File: src/rtl/puf_seq_pkg.sv
package puf_seq_pkg;

    // Sequencer states; order is the visiting order of one challenge
    typedef enum logic [2:0] {
        ST_IDLE,
        ST_CLR,
        ST_HOLD,
        ST_GO,
        ST_WAIT,
        ST_CAP
    } seq_state_e;

    // One challenge worth of response bits, MSB first
    typedef struct packed {
        logic diff_a;   // different-position pair, lower-numbered tap
        logic diff_b;   // different-position pair, next tap
        logic sign;     // same-position pair, faster-oscillator bit
        logic same_b;   // same-position pair, counter tap
    } nib_t;

    localparam int NIB_W     = $bits(nib_t);
    localparam int WORD_W    = 32;
    localparam int NIBS      = WORD_W / NIB_W;
    localparam int SLOT_W    = $clog2(NIBS);
    localparam int DIFF_TAP  = 6;   // numbered response bit for lower option
    localparam int SAME_TAP  = 7;

    // Counter index of numbered response bit k (k = 1 is the counter MSB)
    function automatic int tap_idx(input int cnt_w, input int k);
        return cnt_w - k;
    endfunction

endpackage

File: src/rtl/puf_bit_pick.sv
module puf_bit_pick
    import puf_seq_pkg::*;
#(
    parameter int CNT_W = 16
) (
    input  logic             hi_sel_i,
    input  logic [CNT_W-1:0] diff_slow_i,
    input  logic [CNT_W-1:0] same_slow_i,
    input  logic             same_sign_i,
    output nib_t             nib_o
);
    localparam int D_LO = tap_idx(CNT_W, DIFF_TAP);
    localparam int S_LO = tap_idx(CNT_W, SAME_TAP);

    always_comb begin
        nib_o.sign = same_sign_i;
        if (hi_sel_i) begin
            nib_o.diff_a = diff_slow_i[D_LO-1];
            nib_o.diff_b = diff_slow_i[D_LO-2];
            nib_o.same_b = same_slow_i[S_LO-1];
        end else begin
            nib_o.diff_a = diff_slow_i[D_LO];
            nib_o.diff_b = diff_slow_i[D_LO-1];
            nib_o.same_b = same_slow_i[S_LO];
        end
    end
endmodule

File: src/rtl/puf_seq_fsm.sv
module puf_seq_fsm
    import puf_seq_pkg::*;
(
    input  logic clk,
    input  logic rst,
    input  logic start_i,
    input  logic cmp_end_i,
    input  logic last_chl_i,
    output logic clr_o,
    output logic cmp_rst_o,
    output logic cmp_go_o,
    output logic cmp_cap_o
);
    seq_state_e state_q, state_d;
    logic       run_q;

    assign clr_o = (state_q == ST_IDLE) && !run_q && start_i;

    always_comb begin
        state_d = state_q;
        unique case (state_q)
            ST_IDLE: if (run_q || start_i) state_d = ST_CLR;
            ST_CLR:  state_d = ST_HOLD;
            ST_HOLD: state_d = ST_GO;
            ST_GO:   state_d = ST_WAIT;
            ST_WAIT: if (cmp_end_i) state_d = ST_CAP;
            ST_CAP:  state_d = ST_IDLE;
            default: state_d = ST_IDLE;
        endcase
    end

    always_ff @(posedge clk) begin
        if (rst) begin
            state_q <= ST_IDLE;
            run_q   <= 1'b0;
        end else begin
            state_q <= state_d;
            if (clr_o)
                run_q <= 1'b1;
            else if (state_q == ST_CAP && last_chl_i)
                run_q <= 1'b0;
        end
    end

    assign cmp_rst_o = (state_q == ST_CLR);
    assign cmp_go_o  = (state_q == ST_GO);
    assign cmp_cap_o = (state_q == ST_CAP);
endmodule

File: src/rtl/puf_packer.sv
module puf_packer
    import puf_seq_pkg::*;
#(
    parameter int CHL_W  = 12,
    parameter int ADDR_W = CHL_W - SLOT_W
) (
    input  logic              clk,
    input  logic              rst,
    input  logic              clr_i,
    input  logic              cap_i,
    input  nib_t              nib_i,
    input  logic [CHL_W-1:0]  n_chl_i,
    output logic              last_chl_o,
    output logic              mem_we_o,
    output logic [ADDR_W-1:0] mem_addr_o,
    output logic [WORD_W-1:0] mem_data_o,
    output logic [ADDR_W-1:0] last_addr_o,
    output logic              done_o
);
    logic [CHL_W-1:0]  cnt_q, cnt_nxt, nlim_q;
    logic [WORD_W-1:0] sr_q, sr_nxt;
    logic [ADDR_W-1:0] addr_q;
    logic [SLOT_W-1:0] slot;
    logic              word_full, flush;
    logic [SLOT_W+1:0] pad_sh;

    assign cnt_nxt    = cnt_q + 1'b1;
    assign last_chl_o = (cnt_nxt == nlim_q);
    assign sr_nxt     = {sr_q[WORD_W-NIB_W-1:0], nib_i};
    assign slot       = cnt_nxt[SLOT_W-1:0];
    assign word_full  = (slot == '0);
    assign flush      = word_full || last_chl_o;

    // Left-align a partial word: shift by the unused nibble count times four
    always_comb begin
        if (word_full)
            pad_sh = '0;
        else
            pad_sh = {SLOT_W'(NIBS[SLOT_W:0] - {1'b0, slot}), 2'b00};
    end

    always_ff @(posedge clk) begin
        if (rst) begin
            cnt_q       <= '0;
            nlim_q      <= '0;
            sr_q        <= '0;
            addr_q      <= '0;
            mem_we_o    <= 1'b0;
            mem_addr_o  <= '0;
            mem_data_o  <= '0;
            last_addr_o <= '0;
            done_o      <= 1'b0;
        end else begin
            mem_we_o <= 1'b0;
            if (clr_i) begin
                cnt_q  <= '0;
                nlim_q <= n_chl_i;
                sr_q   <= '0;
                addr_q <= '0;
                done_o <= 1'b0;
            end else if (cap_i) begin
                cnt_q <= cnt_nxt;
                sr_q  <= sr_nxt;
                if (flush) begin
                    mem_we_o    <= 1'b1;
                    mem_data_o  <= sr_nxt << pad_sh;
                    mem_addr_o  <= addr_q;
                    last_addr_o <= addr_q;
                    addr_q      <= addr_q + 1'b1;
                end
                if (last_chl_o)
                    done_o <= 1'b1;
            end
        end
    end
endmodule

File: src/rtl/puf_seq_packer.sv
module puf_seq_packer
    import puf_seq_pkg::*;
#(
    parameter int CNT_W  = 16,
    parameter int CHL_W  = 12,
    parameter int ADDR_W = CHL_W - SLOT_W
) (
    input  logic              clk,
    input  logic              rst,
    input  logic              start_i,
    input  logic [CHL_W-1:0]  n_chl_i,
    input  logic              hi_sel_i,
    input  logic              cmp_end_i,
    input  logic [CNT_W-1:0]  diff_slow_i,
    input  logic [CNT_W-1:0]  same_slow_i,
    input  logic              same_sign_i,
    output logic              cmp_rst_o,
    output logic              cmp_go_o,
    output logic              cmp_cap_o,
    output logic              mem_we_o,
    output logic [ADDR_W-1:0] mem_addr_o,
    output logic [31:0]       mem_data_o,
    output logic [ADDR_W-1:0] last_addr_o,
    output logic              done_o
);
    nib_t nib;
    logic clr, last_chl;

    puf_seq_fsm u_fsm (
        .clk        (clk),
        .rst        (rst),
        .start_i    (start_i),
        .cmp_end_i  (cmp_end_i),
        .last_chl_i (last_chl),
        .clr_o      (clr),
        .cmp_rst_o  (cmp_rst_o),
        .cmp_go_o   (cmp_go_o),
        .cmp_cap_o  (cmp_cap_o)
    );

    puf_bit_pick #(.CNT_W(CNT_W)) u_pick (
        .hi_sel_i    (hi_sel_i),
        .diff_slow_i (diff_slow_i),
        .same_slow_i (same_slow_i),
        .same_sign_i (same_sign_i),
        .nib_o       (nib)
    );

    puf_packer #(.CHL_W(CHL_W), .ADDR_W(ADDR_W)) u_pack (
        .clk         (clk),
        .rst         (rst),
        .clr_i       (clr),
        .cap_i       (cmp_cap_o),
        .nib_i       (nib),
        .n_chl_i     (n_chl_i),
        .last_chl_o  (last_chl),
        .mem_we_o    (mem_we_o),
        .mem_addr_o  (mem_addr_o),
        .mem_data_o  (mem_data_o),
        .last_addr_o (last_addr_o),
        .done_o      (done_o)
    );
endmodule

File: config.mk
export PLATFORM = sky130hd
export DESIGN_NAME = puf_seq_packer
export DESIGN_NICKNAME = d
export VERILOG_FILES = /design/src/rtl/puf_seq_pkg.sv /design/src/rtl/puf_bit_pick.sv /design/src/rtl/puf_seq_fsm.sv /design/src/rtl/puf_packer.sv /design/src/rtl/puf_seq_packer.sv
export SDC_FILE = /design/constraint.sdc
export NUM_CORES = 1
export LEC_CHECK = 0
export BUFFER_PORTS_ARGS = -buffer_cell sky130_fd_sc_hd__buf_4
export CORE_UTILIZATION = 55
export DETAILED_ROUTE_END_ITERATION = 7
export GPL_TIMING_DRIVEN = 0
export PLACE_DENSITY = 0.79
export SLEW_MARGIN = 20
export SYNTH_ARGS = -nofsm -noshare
export SYNTH_HDL_FRONTEND = slang
export SYNTH_HIERARCHICAL = 1
export SYNTH_SLANG_ARGS = --single-unit
export TNS_END_PERCENT = 1
File: constraint.sdc
create_clock -name clk -period 6.9 [get_ports clk]
set_input_delay 0.345 -clock clk [delete_from_list [all_inputs] [get_ports clk]]
set_output_delay 0.345 -clock clk [all_outputs]
set_load 0.01 [all_outputs]
# Yosys cells after proc, flatten, opt, wreduce, memory -nomap -nowiden
# Cells that the tools add are included.
word_totals:
  regBits: 108
  input_bits: 50
  wordCells: 48
op_classes:
  addsub: 3
  n_eq_ne: 8
  shifts: 1
  muxes: 9
  bitwise: 2
  reduce_logical: 15
op_table:
  columns: ["operator", "count"]
  rows:
  - ["$shl 32x5->32", 1]
  - ["$pmux 3 s5", 1]
  - ["$add 12x1->12 const B", 1]
  - ["$eq 12x12->1", 1]
  - ["$add 9x1->9 const B", 1]
  - ["$eq 3x2->1 const B", 2]
  - ["$eq 3x3->1 const B", 2]
  - ["$logic_not 3->1", 2]
  - ["$mux 3", 2]
  - ["$reduce_and 2->1", 3]
  - ["$mux 5", 1]
  - ["$mux 1", 4]
  - ["$ne 2x2->1 const B", 2]
  - ["$eq 3x1->1 const B", 1]
  - ["$logic_and 1x1->1", 3]
  - ["$reduce_and 3->1", 1]
  - ["$reduce_or 3->1", 1]
  - ["$sub 1x3->3 const A", 1]
  - ["$logic_or 1x1->1", 2]
  - ["$mux 2", 1]
  - ["$not 1->1", 2]
  - ["$reduce_bool 2->1", 1]
  - ["$reduce_or 2->1", 1]
  - ["$logic_not 1->1", 1]

# Longest topological paths before layout
# Gate-level depths: netlist of run 1.
logic_depth:
  ltp_word: 5
  ltp_mapped: 11
  mapped_depth_nobuf: 10

# Hierarchy
# Netlist of run 1, hierarchy kept.
by_module_without_submodules:
  columns: ["mod", "n_inst", "cells_per_inst", "area_per_inst_um2", "seq_area_each_um2"]
  rows:
  - ["puf_packer", 1, 596, 5371.4, 2082.0]
  - ["puf_seq_fsm", 1, 23, 225.2, 80.1]
  - ["puf_bit_pick", 1, 4, 41.3, 0.0]

# Worst setup path before layout of run 1
# OpenSTA, ideal clock, no wires.
synth_timing:
  path_kind: "reg2reg"
  startpoint: "register u_pack.cnt_q[1]"
  endpoint: "register u_pack.mem_data_o[7]"
  setup_time_ns: 0.070
  arrival_ns: 2.896
  slack_ns: 3.934
  path_stages_with_launch: 12
  cell_sequence: "dfxtp_1 ha_1 ha_1 xor2_1 nor3_1 o2111ai_1 a311o_1 o41a_1 buf_2 buf_6 or4_1 a21oi_1"
synth_via:
  elab_chain_len: 4
  elab_cells_between_ends: 8
synth_rtl:
  columns: ["item", "line", "rtl"]
  rows:
  - ["from (decl)", "puf_packer.sv:20", "logic [CHL_W-1:0] cnt_q, cnt_nxt, nlim_q;"]
  - ["from (signal assigned)", "puf_packer.sv:62", "cnt_q <= cnt_nxt;"]
  - ["$add 12x1->12 *", "puf_packer.sv:27", "assign cnt_nxt = cnt_q + 1'b1;"]
  - ["net u_pack.cnt_nxt[2]", "puf_packer.sv:20", null]
  - ["$sub 1x3->3, or another cell as far along", "puf_packer.sv:39", "pad_sh = {SLOT_W'(NIBS[SLOT_W:0] - {1'b0, slot}), 2'b00};"]
  - ["$mux 5 or $logic_or 1x1->1 (tied branches)", "puf_packer.sv:36, puf_packer.sv:32", null]
  - ["$shl 32x5->32 or $reduce_and 3->1 (tied branches)", null, null]
  - ["to (signal assigned)", "puf_packer.sv:66", "mem_data_o <= sr_nxt << pad_sh;"]
  - ["to (decl)", "puf_packer.sv:16", "output logic [WORD_W-1:0] mem_data_o,"]
# The timed path passes the listed nets; every way through them passes the cells marked *.
# A chain may end at the register's enable or synchronous reset.

# Worst setup path in the final report of run 1
layout_timing:
  startpoint: "register u_pack.cnt_q[1]"
  endpoint: "register u_pack.mem_data_o[12]"
# The elaborated chain is that of the path after synthesis.

==> results of run 1 <==
[how the worst min path moves through the flow]
stage | slack, ns | depth (start not counted) | to
3_3_place_gp | 0.47 | 2 | u_pack/mem_data_o[0]$_SDFFE_PP0P_
2_1_floorplan | 0.41 | 1 | u_fsm/state_q[2]$_SDFFE_PP0P_
3_5_place_dp | 0.47 | 2 | u_pack/mem_data_o[22]$_SDFFE_PP0P_
5_1_grt | 0.20 | 3 | u_pack/nlim_q[5]$_SDFFE_PP0P_
4_1_cts | 0.18 | 3 | u_pack/nlim_q[2]$_SDFFE_PP0P_
6_report | 0.20 | 3 | u_pack/nlim_q[8]$_SDFFE_PP0P_
[metal layers]
layer	share of wire [%]	wire (µm)	track usage, %	vias to the layer above
li1	-	-	-	2416
met1	46	6500	37.3	2348
met2	47	6550	44.3	170
met3	5.6	795	5.98	20
met4	1.7	242	8.02	0
met5	0	0	0	-
[layout by cell type, fill, tap and decap left out, types with 8 or more instances in the layout]
cell type and instances:
dfxtp_1 108, nor2_1 75, a22oi_1 8, clkbuf_8 11, mux2i_1 49, xor2_1 9, a211oi_1 14, xnor2_1 16
o21ai_0 39, mux4_2 16, a21oi_1 40, inv_1 9, nand2b_1 18, clkbuf_1 42, buf_1 8, nand2_1 16
nand3_1 35, buf_4 87, mux2_2 15, or4_1 11
[tightest hold or removal path, cell delays in order]
cell and delay [ns]:
buf_4 0.08, mux2i_1 0.05, nor2_1 0.07
[sequential cells by signal, indices dropped and copies added (netlist names)]
signal              count
u_pack/sr_q            28
u_pack/mem_we_o         1
u_pack/nlim_q          12
u_pack/mem_data_o      32
u_pack/addr_q           9
u_fsm/run_q             1
u_pack/done_o           1
u_pack/last_addr_o      9
u_pack/cnt_q           12
u_fsm/state_q           3
[power groups by stage]
stage	Combinational, mW	Clock, mW	Sequential (mW)
global placement	0.174	0	0.664
global route	0.198	0.387	0.652
finish	0.182	0.351	0.650
floorplan	0.129	0	0.661
detailed placement	0.179	0	0.664
CTS	0.179	0.364	0.650
[cell type report]
cell class	instances	area [µm²]	share of cell area, %
clock buffers	14	163	2.49
well taps	133	166	2.54
multi-input cells	439	3130	47.8
repair buffers	76	571	8.72
plain buffers	67	317	4.84
inverters	9	33.8	0.516
clock inverters	1	7.51	0.115
flip-flops and latches	108	2160	33.0
[Yosys cell counts (3+ instances only)]
library cell / instances / area (µm²)
nand2b_1: 18 / 113
xnor2_1: 16 / 140
nor3_1: 6 / 30.0
buf_1: 8 / 30.0
dfxtp_1: 108 / 2160
ha_1: 4 / 50.1
a31o_2: 4 / 35.0
a221oi_1: 4 / 35.0
xor2_1: 9 / 78.8
or3_1: 3 / 18.8
mux4_2: 16 / 360
clkbuf_1: 39 / 146
a21oi_1: 40 / 200
or4_1: 11 / 82.6
a22oi_1: 8 / 60.1
inv_1: 9 / 33.8
buf_2: 7 / 35.0
nand3_1: 35 / 175
nand2_1: 16 / 60.1
nor3b_1: 6 / 45.0
nor2b_1: 7 / 43.8
a31oi_1: 5 / 31.3
mux2i_1: 49 / 490
o21ai_0: 39 / 195
nor2_1: 75 / 282
nand4_1: 6 / 37.5
mux2_2: 15 / 169
buf_4: 11 / 82.6
and3_1: 4 / 25.0
a211oi_1: 14 / 105
[per-stage QoR]
step	total power, mW	util (%)	setup slack, ns
after floorplan	0.790	-	3.93
after global placement	0.838	64.6	3.38
after detailed placement	0.844	64.6	3.33
after CTS	1.19	66.3	3.24
after global routing	1.24	66.3	2.97
final	1.18	66.3	3.21
[cell families (layout without fill, tap and decap cells)]
group	Yosys count	count (layout)
buffers and inverters	76	167
adder cells (fa/ha/maj)	5	5
XOR/XNOR	25	25
flip-flops	108	108
multiplexers	80	80
AND/OR/NAND/NOR	200	200
AO/OA/AOI/OAI	129	129
==> flow_summary.json, run 1 <==
{
  "status": "finished, final reports clean",
  "postPlaceCellArea_mm2": 0.00637,
  "hp-class": "primary input to flip-flop",
  "cap_violations": 0,
  "r2r-end": "u_pack/mem_data_o[12]$_SDFFE_PP0P_",
  "path_common_cell": "ha_1",
  "viasPerCell": 5.85,
  "grt_overflow": 0,
  "fp-row-count": 36,
  "synthArstFlopShare_pct": 0,
  "fmaxAchievable_mhz": 271,
  "drt-initial-drc-count": 319,
  "internal_power_uw": 860,
  "worst-path-max-fanout": 10,
  "yosysUniqueCellTypes": 56,
  "switchingPower_uw": 323,
  "r2r_cells": 10,
  "required_ns": 7.20,
  "end_kind": "flip-flop",
  "synthCells": 623,
  "cts_root_buf": "clkbuf_8",
  "critPathKind": "flip-flop to flip-flop",
  "finClkSkew_ns": 0.0107,
  "num_antenna_cells": 0,
  "drv_slew": 0,
  "syn_area_mm2": 0.00564,
  "cts_buffer_depth": 2,
  "ys_seq_area_share_pct": 38.3,
  "grt_pass1_vias": 4396,
  "ys_ff_latch": 108,
  "gp_congestion": 0.897,
  "rsz0062_at_grt": "no",
  "die_h_um": 103,
  "synth-edff-count": 0,
  "crit_slowest_cell": "o41ai_1",
  "first_pass_iters": 5,
  "reg2reg_from": "u_pack/cnt_q[1]$_SDFFE_PP0P_",
  "seq_power_share_pct": 55.0,
  "die_area_mm2": 0.0107,
  "grt_pass1_wl_um": 22100,
  "floorplan.initialDensity_pct": 57.2,
  "hpwl_um": 10500,
  "irDropWorstVdd_uv": 153,
  "numCtsBuffers": 9,
  "wl_per_cell_um": 16.6,
  "nets": 764,
  "cts_tree": "built",
  "p_leak_nw": 2.35,
  "synth_compound_area_share_pct": 14.2,
  "cp_num_buf_inv": 1,
  "swShare_pct": 27.3,
  "synth_top_family_by_area": "simple AND/OR/NAND/NOR gates",
  "powerDensity_mw_per_mm2": 181,
  "remaining_drc_errors": 0,
  "synth_warnings": 6,
  "synth_mux_area_share_pct": 18.1,
  "area_delta_synth_final_pct": 16.1,
  "stdcell_count": 847,
  "place_inst": 832,
  "tns_ns": 0,
  "cp.arrival_ns": 3.99,
  "path_cells": "ha_1 > ha_1 > xor2_1 > nor3_1 > o2111ai_1 > a311o_1 > o41ai_1 > clkbuf_1 > nand4_1 > o21ai_0",
  "tightest_slew_ns": 0.878,
  "setup_viol": 0,
  "synthAdderAreaFrac_pct": 1.07,
  "pwr-share-comb_pct": 15.4,
  "finalHoldViolations": 0,
  "crit_family": "compound AO/OA/AOI/OAI gates",
  "holdWs_ns": 0.196,
  "yosys.area_share.simple_pct": 18.2,
  "path_depth": 10,
  "syn-mean-instance-area_um2": 9.05,
  "path_clk_slew_ns": 0.09,
  "final_area_mm2": 0.00655,
  "fin_crit_sh_pct": 53.6,
  "cts.repair.resized": 0,
  "clock-sinks": 108,
  "drt_wl_total_um": 14100,
  "cts_setup_buffers": 0,
  "setup.worst_path.start": "u_pack/cnt_q[1]$_SDFFE_PP0P_",
  "synth-xor-area-share_pct": 3.88,
  "antenna_found_initial": 0,
  "die_w_um": 103,
  "cts_max_level": 3,
  "via_count": 4954,
  "grt_start_max_net_pins": 16,
  "ff2ff_setup_slack_ns": 3.21,
  "cpPeakStageDelay_ns": 0.80,
  "io_buffers": 76,
  "slew_headroom_pct": 40.7,
  "min-delay-start": "n_chl_i[8]",
  "drive_above_1_share_pct": 20.9,
  "clk_latency_ns": 0.38,
  "drtAntennaViolNets": 0,
  "period_needed_ns": 3.69,
  "grt_usage_pct": 27.5,
  "crit_path_end": "u_pack/mem_data_o[12]$_SDFFE_PP0P_",
  "syn-num-nets": 677,
  "io_pins": 105,
  "synth-main-ff-cell": "dfxtp_1",
  "critPathLaunchType": "flip-flop",
  "holdBufCountCts": 0,
  "fillCellCount": 838,
  "core_area_mm2": 0.00986,
  "p_clk_share_pct": 29.7
}
Note: power is estimated with default switching activity, not from simulation.
==> run 2: changes to the inputs <==
ABC_AREA = 1   (was default)
CORE_UTILIZATION = 51   (was 55)
PLACE_DENSITY = 0.77   (was 0.79)
clock period = 3 ns   (was 6.9 ns; I/O delays follow)
==> flow_summary.json, run 2 <==
{
  "status": "finished, final reports clean",
  "hp-class": "primary input to flip-flop",
  "io_pins": 105,
  "end_kind": "flip-flop",
  "synth_top_area_share_pct": 38.2,
  "area_delta_synth_final_pct": 17.5,
  "synth-edff-count": 0,
  "antenna_found_initial": 0,
  "top_regs": "u_pack/mem_data_o x32, u_pack/sr_q x28",
  "reg2reg_from": "u_pack/cnt_q[1]$_SDFFE_PP0P_",
  "die_area_mm2": 0.0115,
  "drv_slew": 0,
  "synthCells": 856,
  "cap_violations": 0,
  "grt_pass1_vias": 5302,
  "r2r-end": "u_pack/mem_data_o[27]$_SDFFE_PP0P_",
  "synth_warnings": 6,
  "yosys-top-cells-area": "dfxtp_1 (38%), nand2_1 (12%), o21ai_0 (8.8%)",
  "syn-num-nets": 910,
  "io_buffers": 76,
  "via_count": 5803,
  "regMostFlops": "u_pack/mem_data_o",
  "synthArstFlopShare_pct": 0,
  "final_area_mm2": 0.00665,
  "holdWs_ns": 0.0145,
  "rsz0062_at_grt": "no",
  "fillCellCount": 1098,
  "hpwl_um": 10900,
  "slew_headroom_pct": 61.5,
  "cpPeakStageDelay_ns": 0.36,
  "r2r_cells": 11,
  "gp_congestion": 0.933,
  "ff2ff_setup_slack_ns": 0.37,
  "yosysUniqueCellTypes": 37,
  "yosys-top-cells-count": "nand2_1 (180), dfxtp_1 (108), o21ai_0 (99)",
  "setup_viol": 0,
  "fmaxAchievable_mhz": 381,
  "wl_per_cell_um": 13.5,
  "grt_start_max_net_pins": 18,
  "num_antenna_cells": 0,
  "final_common_cell": "nand2_1",
  "synth-main-ff-cell": "dfxtp_1",
  "largest_reg_flops": 32,
  "irDropWorstVdd_uv": 391,
  "tns_ns": 0,
  "powerDensity_mw_per_mm2": 427,
  "fp-row-count": 38,
  "grt_usage_pct": 26.7,
  "first_pass_iters": 5,
  "critPathLaunchType": "flip-flop",
  "path_cells": "ha_1 > ha_1 > inv_1 > ha_1 > clkbuf_1 > clkbuf_1 > nand2_1 > o21ai_0 > nand3_1 > nand2_1 > nor2_1",
  "drive_above_1_share_pct": 14.6,
  "core_area_mm2": 0.0108,
  "tightest_slew_ns": 0.575,
  "grt_pass1_wl_um": 24400,
  "setup.worst_path.start": "u_pack/cnt_q[1]$_SDFFE_PP0P_",
  "layout.cells.most_common_list": "nand2_1 (180), dfxtp_1 (108), o21ai_0 (99)",
  "synth.most_common_cell": "nand2_1",
  "cts_setup_buffers": 0,
  "viasPerCell": 5.32,
  "finalHoldViolations": 0,
  "cts_max_level": 3,
  "postPlaceCellArea_mm2": 0.00640,
  "worst-path-max-fanout": 10,
  "drt_wl_total_um": 14700,
  "period_needed_ns": 2.63,
  "remaining_drc_errors": 0,
  "synth_top_cell_by_area": "dfxtp_1",
  "cp.arrival_ns": 2.90,
  "p_leak_nw": 2.78,
  "crit_path_end": "u_pack/mem_data_o[27]$_SDFFE_PP0P_",
  "clk_latency_ns": 0.37,
  "cts_tree": "built",
  "cts_root_buf": "clkbuf_8",
  "crit_slowest_cell": "dfxtp_1",
  "path_common_cell": "ha_1",
  "critPathKind": "flip-flop to flip-flop",
  "floorplan.initialDensity_pct": 52.2,
  "finClkSkew_ns": 0.0133,
  "numCtsBuffers": 9,
  "die_w_um": 107,
  "syn-mean-instance-area_um2": 6.61,
  "ys_ff_latch": 108,
  "nets": 1000,
  "path_clk_slew_ns": 0.11,
  "grt_overflow": 0,
  "clock-sinks": 108,
  "syn_area_mm2": 0.00566,
  "required_ns": 3.27,
  "die_h_um": 107,
  "cts_buffer_depth": 2,
  "drtAntennaViolNets": 0,
  "ys_seq_area_share_pct": 38.2,
  "fin_crit_sh_pct": 87.6,
  "drt-initial-drc-count": 321
}
-- run 2: cells by family after synthesis --
family                   after synthesis  share of synthesized area, %
adder cells (fa/ha/maj)                4                         0.885
flip-flops                           108                          38.2
buffers and inverters                152                          11.9
multiplexers                           1                         0.177
AND/OR/NAND/NOR                      372                          28.0
AO/OA/AOI/OAI                        216                          20.4
XOR/XNOR                               3                         0.465
-- run 2: critical path, delay by kind of cell (launching register included) --
kind | cells | cell delay [ns]
buffers and inverters | 3 | 0.73
adders and majority gates | 3 | 0.90
DFF | 1 | 0.36
AOI/OAI and AO/OA | 1 | 0.15
and+or+nand+nor | 4 | 0.38
-- run 2: worst min-delay path by stage --
stage | cells after the start | start | slack, ns | to
2_1_floorplan | 1 | rst | 0.21 | u_fsm/run_q$_SDFFE_PP0P_
3_3_place_gp | 2 | rst | 0.36 | u_fsm/run_q$_SDFFE_PP0P_
3_5_place_dp | 2 | rst | 0.36 | u_fsm/run_q$_SDFFE_PP0P_
4_1_cts | 3 | n_chl_i[0] | 0.0003 | u_pack/nlim_q[0]$_SDFFE_PP0P_
5_1_grt | 3 | n_chl_i[0] | 0.01 | u_pack/nlim_q[0]$_SDFFE_PP0P_
6_report | 3 | n_chl_i[0] | 0.01 | u_pack/nlim_q[0]$_SDFFE_PP0P_
-- run 2: cell type report --
class                      count  area, µm²  area share (%)
multi-input combinational    596       2820            42.5
sequential                   108       2160            32.5
timing repair buffer          79        601            9.04
buffer                        67        353            5.31
inverter                      85        319            4.80
tap                          140        175            2.64
clock buffer                   9        124            1.86
clock inverter                 6       88.8            1.34
-- run 2: power by group --
group | internal [mW] | leakage (nW) | switching [mW] | total (mW)
Clock | 0.467 | 0.102 | 0.494 | 0.962
Combinational | 0.130 | 1.81 | 0.243 | 0.374
Sequential | 1.47 | 0.873 | 0.0278 | 1.50
-- run 2: routing by layer --
layer  GRT usage, %  vias to the layer above  share of wire, %
met5              0                        -                 0
met4           6.85                        0               1.2
met3           3.57                       14               5.6
met2           46.5                      167                48
met1           34.8                     2665                45
li1               -                     2957                 -
-- run 2: timing repair --
item / in CTS / in global routing
resized for setup: 0 / 0
endpoints found under the hold margin: 5 / 0
hold buffers: 3 / 0
-- run 2: metrics by stage --
step	setup slack, ns	instances	utilization, %	total power, mW
after floorplan	0.859	856	-	1.78
after global placement	0.434	1072	59.1	1.90
after detailed placement	0.468	1072	59.1	1.90
after CTS	0.443	1090	61.3	2.86
after global routing	0.150	1090	61.3	2.97
final	0.372	1090	61.3	2.84
==> run 3: changes to the inputs <==
PLACE_DENSITY = 0.84   (was 0.77)
==> flow_summary.json, run 3 (same netlist as run 2, synthesis figures left out) <==
{
  "grt_usage_pct": 26.7,
  "hpwl_um": 10900,
  "numCtsBuffers": 9,
  "cpPeakStageDelay_ns": 0.39,
  "top_regs": "u_pack/mem_data_o x32, u_pack/sr_q x28",
  "pwr-share-comb_pct": 13.3,
  "min_delay_path_depth": 3,
  "fin_crit_sh_pct": 88.5,
  "postPlaceCellArea_mm2": 0.00640,
  "drive_above_1_share_pct": 14.8,
  "stdcell_count": 1089,
  "viasPerCell": 5.40,
  "status": "finished, final reports clean",
  "grt_pass1_vias": 5352,
  "path_cells": "ha_1 > ha_1 > inv_1 > ha_1 > clkbuf_1 > clkbuf_1 > nand2_1 > o21ai_0 > nand3_1 > nand2_1 > nor2_1",
  "hp-class": "primary input to flip-flop",
  "powerDensity_mw_per_mm2": 423,
  "r2r_cells": 11,
  "wl_per_cell_um": 13.6,
  "remaining_drc_errors": 0,
  "cts_setup_buffers": 0,
  "die_area_mm2": 0.0115,
  "seq_area_mm2": 0.00216,
  "final_area_mm2": 0.00662,
  "place_inst": 1072,
  "tightest_slew_ns": 0.637,
  "fin_util_pct": 61.1,
  "crit_family": "adder cells",
  "internal_power_mw": 2.03,
  "finClkSkew_ns": 0.0121,
  "switchingPower_uw": 769,
  "antenna_found_initial": 0,
  "grt_pass1_wl_um": 24600,
  "cts.repair.resized": 0,
  "die_w_um": 107,
  "io_pins": 105,
  "grt_start_max_net_pins": 18,
  "fillCellCount": 1059,
  "cts_tree": "built",
  "layout.cells.most_common_list": "nand2_1 (180), dfxtp_1 (108), o21ai_0 (99)",
  "p_leak_nw": 2.77,
  "swShare_pct": 27.4,
  "setup_viol": 0,
  "floorplan.initialDensity_pct": 52.2,
  "first_pass_iters": 7,
  "regMostFlops": "u_pack/mem_data_o",
  "p_clk_share_pct": 33.2,
  "die_h_um": 107,
  "io_buffers": 76,
  "drt-initial-drc-count": 362,
  "critPathKind": "flip-flop to flip-flop",
  "path_depth": 11,
  "worst_slack_ns": 0.344,
  "drt_wl_total_um": 14800,
  "cts_max_level": 3,
  "fp-row-count": 38,
  "path_common_cell": "ha_1",
  "tns_ns": 0,
  "grt_overflow": 0,
  "required_ns": 3.26,
  "fmaxAchievable_mhz": 377,
  "cp.arrival_ns": 2.92,
  "worst-path-max-fanout": 10,
  "multi_input_comb_area_mm2": 0.00282,
  "final_common_cell": "nand2_1",
  "num_antenna_cells": 0,
  "nets": 998,
  "finalHoldViolations": 0,
  "end_kind": "flip-flop",
  "gp_congestion": 0.945,
  "crit_slowest_cell": "clkbuf_1",
  "cts_root_buf": "clkbuf_8",
  "clk_latency_ns": 0.36,
  "irDropWorstVdd_uv": 265,
  "dpl_worst_slack_ns": 0.442,
  "period_needed_ns": 2.66,
  "cp_num_buf_inv": 3,
  "drtAntennaViolNets": 0,
  "drv_slew": 0,
  "slew_headroom_pct": 57.4,
  "area_delta_synth_final_pct": 17.1,
  "via_count": 5886,
  "clock-sinks": 108,
  "largest_reg_flops": 32,
  "path_clk_slew_ns": 0.11,
  "core_area_mm2": 0.0108,
  "rsz0062_at_grt": "no",
  "critPathLaunchType": "flip-flop",
  "cts_buffer_depth": 2,
  "cap_violations": 0,
  "holdBufCountCts": 1,
  "seq_power_share_pct": 53.5
}
## run 3: final cells by class
cell class	instances	share of cell area (%)
plain buffers	67	5.33
clock buffers	11	2.29
clock inverters	5	0.888
inverters	85	4.82
multi-input cells	596	42.6
flip-flops and latches	108	32.6
well taps	140	2.65
repair buffers	77	8.77
## run 3: stage by stage
| step | hold WS, ns | total power [mW] |
|---|---|---|
| final | 0.0145 | 2.80 |
| after global placement | 0.362 | 1.89 |
| after detailed placement | 0.364 | 1.90 |
| after floorplan | 0.212 | 1.78 |
| after CTS | 0.00187 | 2.82 |
| after global routing | 0.00980 | 2.93 |
## run 3: layer usage
layer  GRT usage [%]  up-vias  part of all wire (%)
li1                -     2955                     -
met1            34.6     2680                    44
met2            44.3      218                    48
met3            4.18       33                   6.0
met4            10.6        0                   2.3
met5               0        -                     0
## run 3: worst reg2reg max path: cells and delay by family, from the launching register on
kind,cells,cell delay (ns)
flops,1,0.35
simple gates,4,0.41
fa+ha+maj,3,0.89
buf+inv,3,0.75
compound gates,1,0.15
## run 3: power groups by stage
stage,logic (mW),registers (mW),clock network (mW)
2_1_floorplan,0.258,1.53,0
3_3_place_gp,0.360,1.53,0
3_5_place_dp,0.366,1.53,0
4_1_cts,0.369,1.50,0.951
5_1_grt,0.420,1.50,1.01
6_report,0.373,1.50,0.931
## run 3: final timing paths
check                                                     endpoint                           start  slack, ns
worst max register to register  u_pack/mem_data_o[27]$_SDFFE_PP0P_    u_pack/cnt_q[1]$_SDFFE_PP0P_       0.34
worst min-delay path                 u_pack/nlim_q[2]$_SDFFE_PP0P_                      n_chl_i[2]       0.01
worst min register to register      u_pack/nlim_q[11]$_SDFFE_PP0P_  u_pack/nlim_q[11]$_SDFFE_PP0P_       0.47
worst max-delay path            u_pack/mem_data_o[27]$_SDFFE_PP0P_    u_pack/cnt_q[1]$_SDFFE_PP0P_       0.34
